`src/rtl/keyed_rst_pkg.sv`:
```
package keyed_rst_pkg;
  localparam int unsigned OFS_STATUS = 32'h04;
  localparam int unsigned OFS_MODE   = 32'h08;
  localparam logic [7:0]  WR_KEY     = 8'hA5;
  localparam int unsigned BIT_EN     = 0;
  localparam int unsigned BIT_IEN    = 4;
  localparam int unsigned LEN_LSB    = 8;
endpackage

```
`src/rtl/krm_sync.sv`:
```
module krm_sync #(
  parameter int STAGES = 2
) (
  input  logic clk,
  input  logic rst_n,
  input  logic d,
  output logic q
);
  logic [STAGES-1:0] chain;

  genvar g;
  generate
    for (g = 0; g < STAGES; g++) begin : g_stage
      if (g == 0) begin : g_first
        always_ff @(posedge clk or negedge rst_n)
          if (!rst_n) chain[0] <= 1'b1;
          else        chain[0] <= d;
      end else begin : g_next
        always_ff @(posedge clk or negedge rst_n)
          if (!rst_n) chain[g] <= 1'b1;
          else        chain[g] <= chain[g-1];
      end
    end
  endgenerate

  assign q = chain[STAGES-1];
endmodule

```
`src/rtl/krm_mode_reg.sv`:
```
module krm_mode_reg
  import keyed_rst_pkg::*;
#(
  parameter int LEN_W = 4
) (
  input  logic             clk,
  input  logic             rst_n,
  input  logic             wr_stb,
  input  logic [31:0]      wdata,
  input  logic             wp_en,
  output logic             ursten,
  output logic             urstien,
  output logic [LEN_W-1:0] len
);
  logic key_ok;
  logic wr_ok;

  assign key_ok = (wdata[31:24] == WR_KEY);
  assign wr_ok  = wr_stb && key_ok && !wp_en;

  always_ff @(posedge clk or negedge rst_n) begin
    if (!rst_n) begin
      ursten  <= 1'b1;
      urstien <= 1'b0;
      len     <= '0;
    end else if (wr_ok) begin
      ursten  <= wdata[BIT_EN];
      urstien <= wdata[BIT_IEN];
      len     <= wdata[LEN_LSB +: LEN_W];
    end
  end

  // a bad password leaves every field untouched
  p_bad_key_r2: assert property (@(posedge clk) disable iff (!rst_n)
    (wr_stb && !key_ok) |=> ($stable(ursten) && $stable(urstien) && $stable(len)));

  // write protect blocks the write
  p_wprot_r3: assert property (@(posedge clk) disable iff (!rst_n)
    (wr_stb && wp_en) |=> ($stable(ursten) && $stable(urstien) && $stable(len)));
endmodule

```
`src/rtl/krm_pulse.sv`:
```
module krm_pulse #(
  parameter int LEN_W = 4,
  localparam int CNT_W = (1 << LEN_W) + 1
) (
  input  logic             clk,
  input  logic             rst_n,
  input  logic             trigger,
  input  logic [LEN_W-1:0] len,
  output logic             ext_rst_n
);
  logic [CNT_W-1:0] cnt;

  function automatic logic [CNT_W-1:0] pulse_cycles(input logic [LEN_W-1:0] l);
    return CNT_W'(1) << (CNT_W'(l) + CNT_W'(1));
  endfunction

  always_ff @(posedge clk or negedge rst_n) begin
    if (!rst_n)              cnt <= '0;
    else if (trigger)        cnt <= pulse_cycles(len);
    else if (cnt != '0)      cnt <= cnt - CNT_W'(1);
  end

  assign ext_rst_n = (cnt == '0);

  // every trigger reloads the full programmed length
  p_reload_r9: assert property (@(posedge clk) disable iff (!rst_n)
    trigger |=> (cnt == pulse_cycles($past(len))));

  // without a trigger the count falls by exactly one per cycle
  p_count_down_r5: assert property (@(posedge clk) disable iff (!rst_n)
    (!trigger && cnt != '0) |=> (cnt == $past(cnt) - CNT_W'(1)));
endmodule

```
`src/rtl/keyed_rst_mode.sv`:
```
module keyed_rst_mode
  import keyed_rst_pkg::*;
#(
  parameter int ADDR_W = 8,
  parameter int LEN_W  = 4,
  parameter int SYNC_STAGES = 2
) (
  input  logic              clk,
  input  logic              rst_n,
  input  logic              bus_sel,
  input  logic              bus_wr,
  input  logic [ADDR_W-1:0] bus_addr,
  input  logic [31:0]       bus_wdata,
  output logic [31:0]       bus_rdata,
  input  logic              wp_en,
  input  logic              pin_n,
  output logic              ext_rst_n,
  output logic              irq
);
  logic             pin_sync_n;
  logic             pin_low;
  logic             ursten;
  logic             urstien;
  logic [LEN_W-1:0] len;
  logic             hit_mode;
  logic             hit_stat;
  logic             mode_wr;
  logic             stat_rd;
  logic             trigger;
  logic             usr_flag;

  assign hit_mode = (bus_addr == ADDR_W'(OFS_MODE));
  assign hit_stat = (bus_addr == ADDR_W'(OFS_STATUS));
  assign mode_wr  = bus_sel && bus_wr && hit_mode;
  assign stat_rd  = bus_sel && !bus_wr && hit_stat;

  krm_sync #(.STAGES(SYNC_STAGES)) u_sync (
    .clk(clk), .rst_n(rst_n), .d(pin_n), .q(pin_sync_n)
  );

  assign pin_low = !pin_sync_n;
  assign trigger = pin_low && ursten;

  krm_mode_reg #(.LEN_W(LEN_W)) u_mode (
    .clk(clk), .rst_n(rst_n), .wr_stb(mode_wr), .wdata(bus_wdata),
    .wp_en(wp_en), .ursten(ursten), .urstien(urstien), .len(len)
  );

  krm_pulse #(.LEN_W(LEN_W)) u_pulse (
    .clk(clk), .rst_n(rst_n), .trigger(trigger), .len(len), .ext_rst_n(ext_rst_n)
  );

  always_ff @(posedge clk or negedge rst_n) begin
    if (!rst_n)       usr_flag <= 1'b0;
    else if (pin_low) usr_flag <= 1'b1;
    else if (stat_rd) usr_flag <= 1'b0;
  end

  assign irq = usr_flag && urstien && !ursten;

  always_comb begin
    bus_rdata = '0;
    if (hit_mode) begin
      bus_rdata[BIT_EN]  = ursten;
      bus_rdata[BIT_IEN] = urstien;
      bus_rdata[LEN_LSB +: LEN_W] = len;
    end else if (hit_stat) begin
      bus_rdata[0] = usr_flag;
    end
  end

  // the interrupt never fires while user reset is enabled
  p_irq_gate_r8: assert property (@(posedge clk) disable iff (!rst_n)
    irq |-> (!ursten && usr_flag));

  // a status read with no new pin event clears the flag
  p_stat_clear_r7: assert property (@(posedge clk) disable iff (!rst_n)
    (stat_rd && !pin_low) |=> !usr_flag);

  // with user reset disabled the output stays high
  p_no_pulse_r6: assert property (@(posedge clk) disable iff (!rst_n)
    (!ursten && $past(!ursten) && ext_rst_n) |=> ext_rst_n);
endmodule

```
`config.mk`:
```
export PLATFORM = sky130hd
export DESIGN_NAME = keyed_rst_mode
export DESIGN_NICKNAME = d
export VERILOG_FILES = /design/src/rtl/keyed_rst_pkg.sv /design/src/rtl/krm_sync.sv /design/src/rtl/krm_mode_reg.sv /design/src/rtl/krm_pulse.sv /design/src/rtl/keyed_rst_mode.sv
export SDC_FILE = /design/constraint.sdc
export NUM_CORES = 1
export LEC_CHECK = 0
export BUFFER_PORTS_ARGS = -buffer_cell sky130_fd_sc_hd__buf_4
export CAP_MARGIN = 20
export CORE_ASPECT_RATIO = 0.9
export CORE_MARGIN = 2
export CORE_UTILIZATION = 42
export CTS_CLUSTER_DIAMETER = 100
export DETAILED_ROUTE_END_ITERATION = 8
export PLACE_DENSITY = 0.77
export SLEW_MARGIN = 20
export SYNTH_ARGS = -nofsm -noshare
export SYNTH_HDL_FRONTEND = slang
export SYNTH_SLANG_ARGS = --single-unit
```
`constraint.sdc`:
```
create_clock -name clk -period 2.53 [get_ports clk]
set_input_delay 0.253 -clock clk [delete_from_list [all_inputs] [get_ports clk]]
set_output_delay 0.253 -clock clk [all_outputs]
set_load 0.02 [all_outputs]
```
Yosys cells after proc, flatten, opt, wreduce, memory -nomap -nowiden

Cells that the tools add are included.

Register bits: 26
Bits of input ports: 46
Output and inout port bits: 34
Word-level logic and storage cells: 38

Muxes and demuxes: 8
Shifts and indexed selects: 1
Reductions and logical operators: 16
Eq/ne operators: 4
Add/sub/neg operators: 2

Operators with widths:

| cell                                                | count |
|---|---|
| 2-to-1 mux 17 bit                                   | 2 |
| zero test 17 bit                                    | 1 |
| nonzero test 17 bit                                 | 1 |
| << shifter 1 x 17 -> 17 bit, first input constant   | 1 |
| subtractor 17 x 1 -> 17 bit, second input constant  | 1 |
| logical AND 1 bit                                   | 9 |
| equality test 8 x 3 -> 1 bit, second input constant | 1 |
| equality test 8 x 4 -> 1 bit, second input constant | 1 |
| equality test 8 bit, second input constant          | 1 |
| adder 4 x 1 -> 5 bit, second input constant         | 1 |
| 2-to-1 mux 1 bit                                    | 5 |
| zero test 1 bit                                     | 4 |
| 2-to-1 mux 4 bit                                    | 1 |
| inequality test 2 bit, second input constant        | 1 |
| nonzero test 2 bit                                  | 1 |

Longest topological paths before layout

Depth after elaboration: 5
Mapped depth: 7
Mapped depth without buffers: 6

Cells and area by module

Synthesis repeated with hierarchy kept, for this count alone.

Cell total of the unflattened synthesis: 183
Area, all modules: 1819.2 um^2

By module, submodules not included:

| module         | cells each | instances | seq. area each (um^2) | area an instance (um^2) |
|---|---|---|---|---|
| krm_pulse      | 119        | 1         | 425.4                 | 1133.6 |
| keyed_rst_mode | 47         | 1         | 25.0                  | 365.4 |
| krm_mode_reg   | 15         | 1         | 151.4                 | 267.8 |
| krm_sync       | 2          | 1         | 52.6                  | 52.6 |

Worst setup path after synthesis

No wires, ideal clock.

Kind: register -> register
From: register u_pulse.cnt[0]
To: register u_pulse.cnt[12]
Data required time: 2.402 ns
Path buffers: 0
Stages on the path, launching flop included: 7
Clock period less this slack: 1.775 ns
Slack: 0.755 ns
Arrival: 1.646 ns
Setup time: 0.128 ns
Path through: dfrtp_1 -> inv_1 -> ha_1 -> or4b_1 -> nor4b_2 -> mux2i_1 -> o22ai_1

Longest elaborated chain between the ends: 3
Elaborated cells between the ends (all ways): 5
Classes of those cells: add/sub: 1; mux: 2; reduce/logical: 2

Ends and longest elaborated chain:

| what                        | line            | text |
|---|---|---|
| start, declared             | krm_pulse.sv:11 | `logic [CNT_W-1:0] cnt;` |
| start signal, assigned      | krm_pulse.sv:19 | `else if (trigger) cnt <= pulse_cycles(len);` |
| start signal, assigned      | krm_pulse.sv:20 | `else if (cnt != '0) cnt <= cnt - CNT_W'(1);` |
| subtractor 17 x 1 -> 17 bit | krm_pulse.sv:20 |  |
| 2-to-1 mux 17 bit           | krm_pulse.sv:20 |  |
| 2-to-1 mux 17 bit           | krm_pulse.sv:19 |  |

Parallel ways exist; a longest one is shown, timed or not. The select of a mux whose other input is x is not followed.
A chain may end at the register's enable or synchronous reset.

Worst setup path in the final report

From: register u_pulse.cnt[0]
To: output ext_rst_n

Longest elaborated chain between the ends: 1

Ends and longest elaborated chain:

| what             | line                 | text |
|---|---|---|
| zero test 17 bit | krm_pulse.sv:23      | `assign ext_rst_n = (cnt == '0);` |
| end, declared    | keyed_rst_mode.sv:17 | `output logic ext_rst_n,` |

No other way between the ends.

==> results.md <==
- Pin placement for this block handled 80 I/O pins.
- The clock reaches the later pin of the worst-skew pair after 0.27 ns.
- Of the total synthesized cell area, the portion taken by AND, OR, NAND and NOR gates is 23.65%.
- The area of the core is 3679 um2.
- The via count of the first global-routing pass is 1247.
- The antenna diode instance count is 0.
- The number of synthesized register bits is 26.
- The chip width is 69.12 um.
- After layout, the worst path uses 86.87% of the clock period.
- The maximum number of pins on one net before global-route repair is 27.
- Across every metal layer, demand over resource in global routing totals 16.39%.
- The number of pins with negative max-slew slack in the final report was 0.
- The tree is rooted in a clkbuf_8.
- The achievable clock frequency is 455.0 MHz.
- The worst path arrival time is 1.94 ns.
- The worst setup path is launched from a register.
- Setup violations remaining at the end of the flow were counted as 0.
- For this design the ratio of total power to cell area is 762.3 nW/um2.
- The starting density of the core is 43.57%.
- Dividing the detail-routed wire length by the instance count gives 13.54 um.
- The cell count after synthesis is 163.
- The compound-cell area share of the yosys netlist is 8.041%.
- The number of buffers on the longest clock path is 2.
- The violation count after the first detailed-route iteration is 32.
- The count of flip-flops with a built-in enable after synthesis is 0.
- The final hold violation count is 0.
- A synthesized cell averages 9.833 um2.
- The distinct cell type count after synthesis is 40.
- The most common cell after layout, fill and taps aside is buf_4.
- The worst setup path is captured at an output port.
- The cell-internal power is 909.8 uW.
- The final weighted congestion in routability-driven placement is 0.8840.
- The cell area after placement is 1828 um2.
- The number of maximum-capacitance constraint violations is 0.
- Compared with the post-synthesis result, the final layout area differs by 17.49%.
- Summed over all cells, the static leakage comes to 0.0008591 uW.
- The flow ran to the end, and the final reports show no timing, DRC or antenna violations.
- The met1 usage is 21.75%.
- The area share of fa/ha/maj cells after synthesis is 0.7806%.
- Hold timing on the final database bottoms out at a slack of 0.08790 ns.
- The y dimension of the die is 62.61 um.
- The CTS buffer count is 3.
- Setup repair after global routing left no endpoint under its margin.
- The total vias in the final route is 1269.
- Cells fill 51.19% of the core in the end.
- met2 is the most crowded layer.
- The clock tree skew after final layout is 0.005916 ns.
- In this run switching power makes up 36.63% of total power.
- Using the TritonRoute via totals, the vias-per-cell ratio works out to 5.117.
- The total negative slack is 0 ns.
- The fraction of synthesis flops using an asynchronous set or reset pin is 100.0%.
- After floorplanning, the core was divided into 21 placement rows.
- By area, the combinational part of the netlist is dominated by simple AND/OR/NAND/NOR gates.
- The first global-routing pass estimated 5775 um of wire.
- The worst setup path is of the register to output port kind.
- After detailed routing, the number of remaining DRC violations is 0.
- The post-route antenna net violation count is 0.
- Data on the critical path is required at its endpoint by 2.28 ns.
- The type of the worst min-delay path is input pin to register.
- The number of nets in the layout is 250.
- The area of the die is 4327 um2.
- For this design the total switching power over the nets is 525.8 uW.
- The HPWL after detailed placement is 2616 um.
- Port buffering added 35 buffers.
- The detailed-route wire length is 3357 um.
- The first detailed-routing pass took 4 iterations.
- After clock tree synthesis, the repair step resized 0 gates.
- The share of the Yosys chip area taken by registers is 40.83%.
- The share of total power in sequential cells is 48.7%.
- The leftover overflow at the end of global routing is 0.
- The flip-flop cell with the highest count after synthesis is dfrtp_1.
- The largest fanout on the critical path is 5.
- For this run, the number of Yosys warnings is 0.
- Leaving out fill and tap cells, the most frequent cells in the layout are buf_4 (38), conb_1 (26), dfrtp_1 (23), o22ai_1 (14), nor2_1 (10).
- Combinational logic burns 35.0% of the power.
- The number of clock sinks is 26.
- The fill cell instance count of the final layout is 332.
- The synthesized netlist devotes 7.104% of its cell area to XOR and XNOR gates.
- The clock period minus final worst setup slack is 2.198 ns.
- The cell area after synthesis is 1603 um2.
- The largest voltage drop on the vdd net is 0.4918 mV.
- Global routing consumed, on the met2 layer, 26.92% of the routing resources.
- After clock tree synthesis, the flow added hold-fix buffers numbering 1.
- The post-CTS setup-driven buffer insertion count is 0.
- CTS built an H-tree with a depth of 1.
- The initial antenna violation count is 0.
- The fraction of final layout cells with drive strength greater than 1 is 23.76%.
- TritonCTS built the clock tree.
- Clock-pin slew was measured on the worst setup and hold paths at 0.08 ns.
- The global-route met3 utilization is 3.226%.
- Measured against the total synthesized area, the mux share comes to 5.464%.
- With fillers left out, the area of the finished cells amounts to 1883 um2.
- The clock network fraction of total power is 16.3%.
==> metrics by stage <==
stage               std cells  power (uW)  setup slack (ns)
finish                    248        1436            0.3322
global route              248        1540           0.06234
floorplan                 188        1071            0.7550
detailed placement        243        1199            0.4695
global placement          243        1170            0.4983
CTS                       248        1443            0.3456
==> power by group through the flow <==
stage | combinational [uW] | sequential [uW] | clock [uW]
3_3_place_gp | 473 | 697 | 0
5_1_grt | 559 | 719 | 261
4_1_cts | 503 | 695 | 245
3_5_place_dp | 497 | 702 | 0
6_report | 502 | 699 | 234
2_1_floorplan | 401 | 670 | 0
==> state kept, by name, indices dropped and copies added, names as in the netlist <==
signal,cells
u_pulse.cnt,17
u_mode.len,4
u_mode.ursten,1
u_mode.urstien,1
u_sync.chain,1
u_sync.q,1
usr_flag,1
==> cell type report <==
cell class                 count  area, um2  area share [%]
sequential                    26      654.4           34.75
clock buffer                   4      45.04           2.392
timing repair buffer          39      295.3           15.68
multi-input combinational    130      819.5           43.52
tap                           46      57.56           3.056
inverter                       3      11.26          0.5980
==> Yosys cell counts, types with 4 or more instances <==
cell,instances,share of area [%]
nand2_1,9,2.1
nor4_1,5,2.0
mux2_1,6,4.2
xor2_1,5,2.7
dfrtp_1,23,36
nand2b_1,4,1.6
o22ai_1,14,5.5
xnor2_1,8,4.4
nor2_1,10,2.3
and2_1,5,2.0
buf_4,27,13
==> final timing paths <==
check                             endpoint  slack (ns)       startpoint  depth (start not counted)
setup / recovery                 ext_rst_n        0.33   u_pulse.cnt[0]                          6
hold / removal             u_sync.chain[0]        0.09            pin_n                          1
setup reg to reg            u_pulse.cnt[5]        0.41   u_pulse.cnt[0]                          6
hold reg to reg                   u_sync.q        0.36  u_sync.chain[0]                          0
max in group asynchronous  u_sync.chain[0]        1.81            rst_n                          2
min in group asynchronous   u_pulse.cnt[5]        0.42            rst_n                          2
==> critical path, cell delays in order, from the launching register on <==
cell and delay, ns:
dfrtp_1 0.41, inv_1 0.07, ha_1 0.24, nor4b_1 0.39
nand4_1 0.32, inv_1 0.11, buf_4 0.14
==> layer usage <==
metal	share of wire (%)	routed length, um
met2	49	1652
met4	1.0	35
met5	0	0
met1	44	1467
met3	6.0	202
==> kinds of logic after synthesis <==
group,Yosys count
flip-flops,26
AND/OR/NAND/NOR,62
buffers and inverters,32
XOR/XNOR,13
adder cells (fa/ha/maj),1
other,1
multiplexers,8
AO/OA/AOI/OAI,20
(Power assumes the default switching activity.)
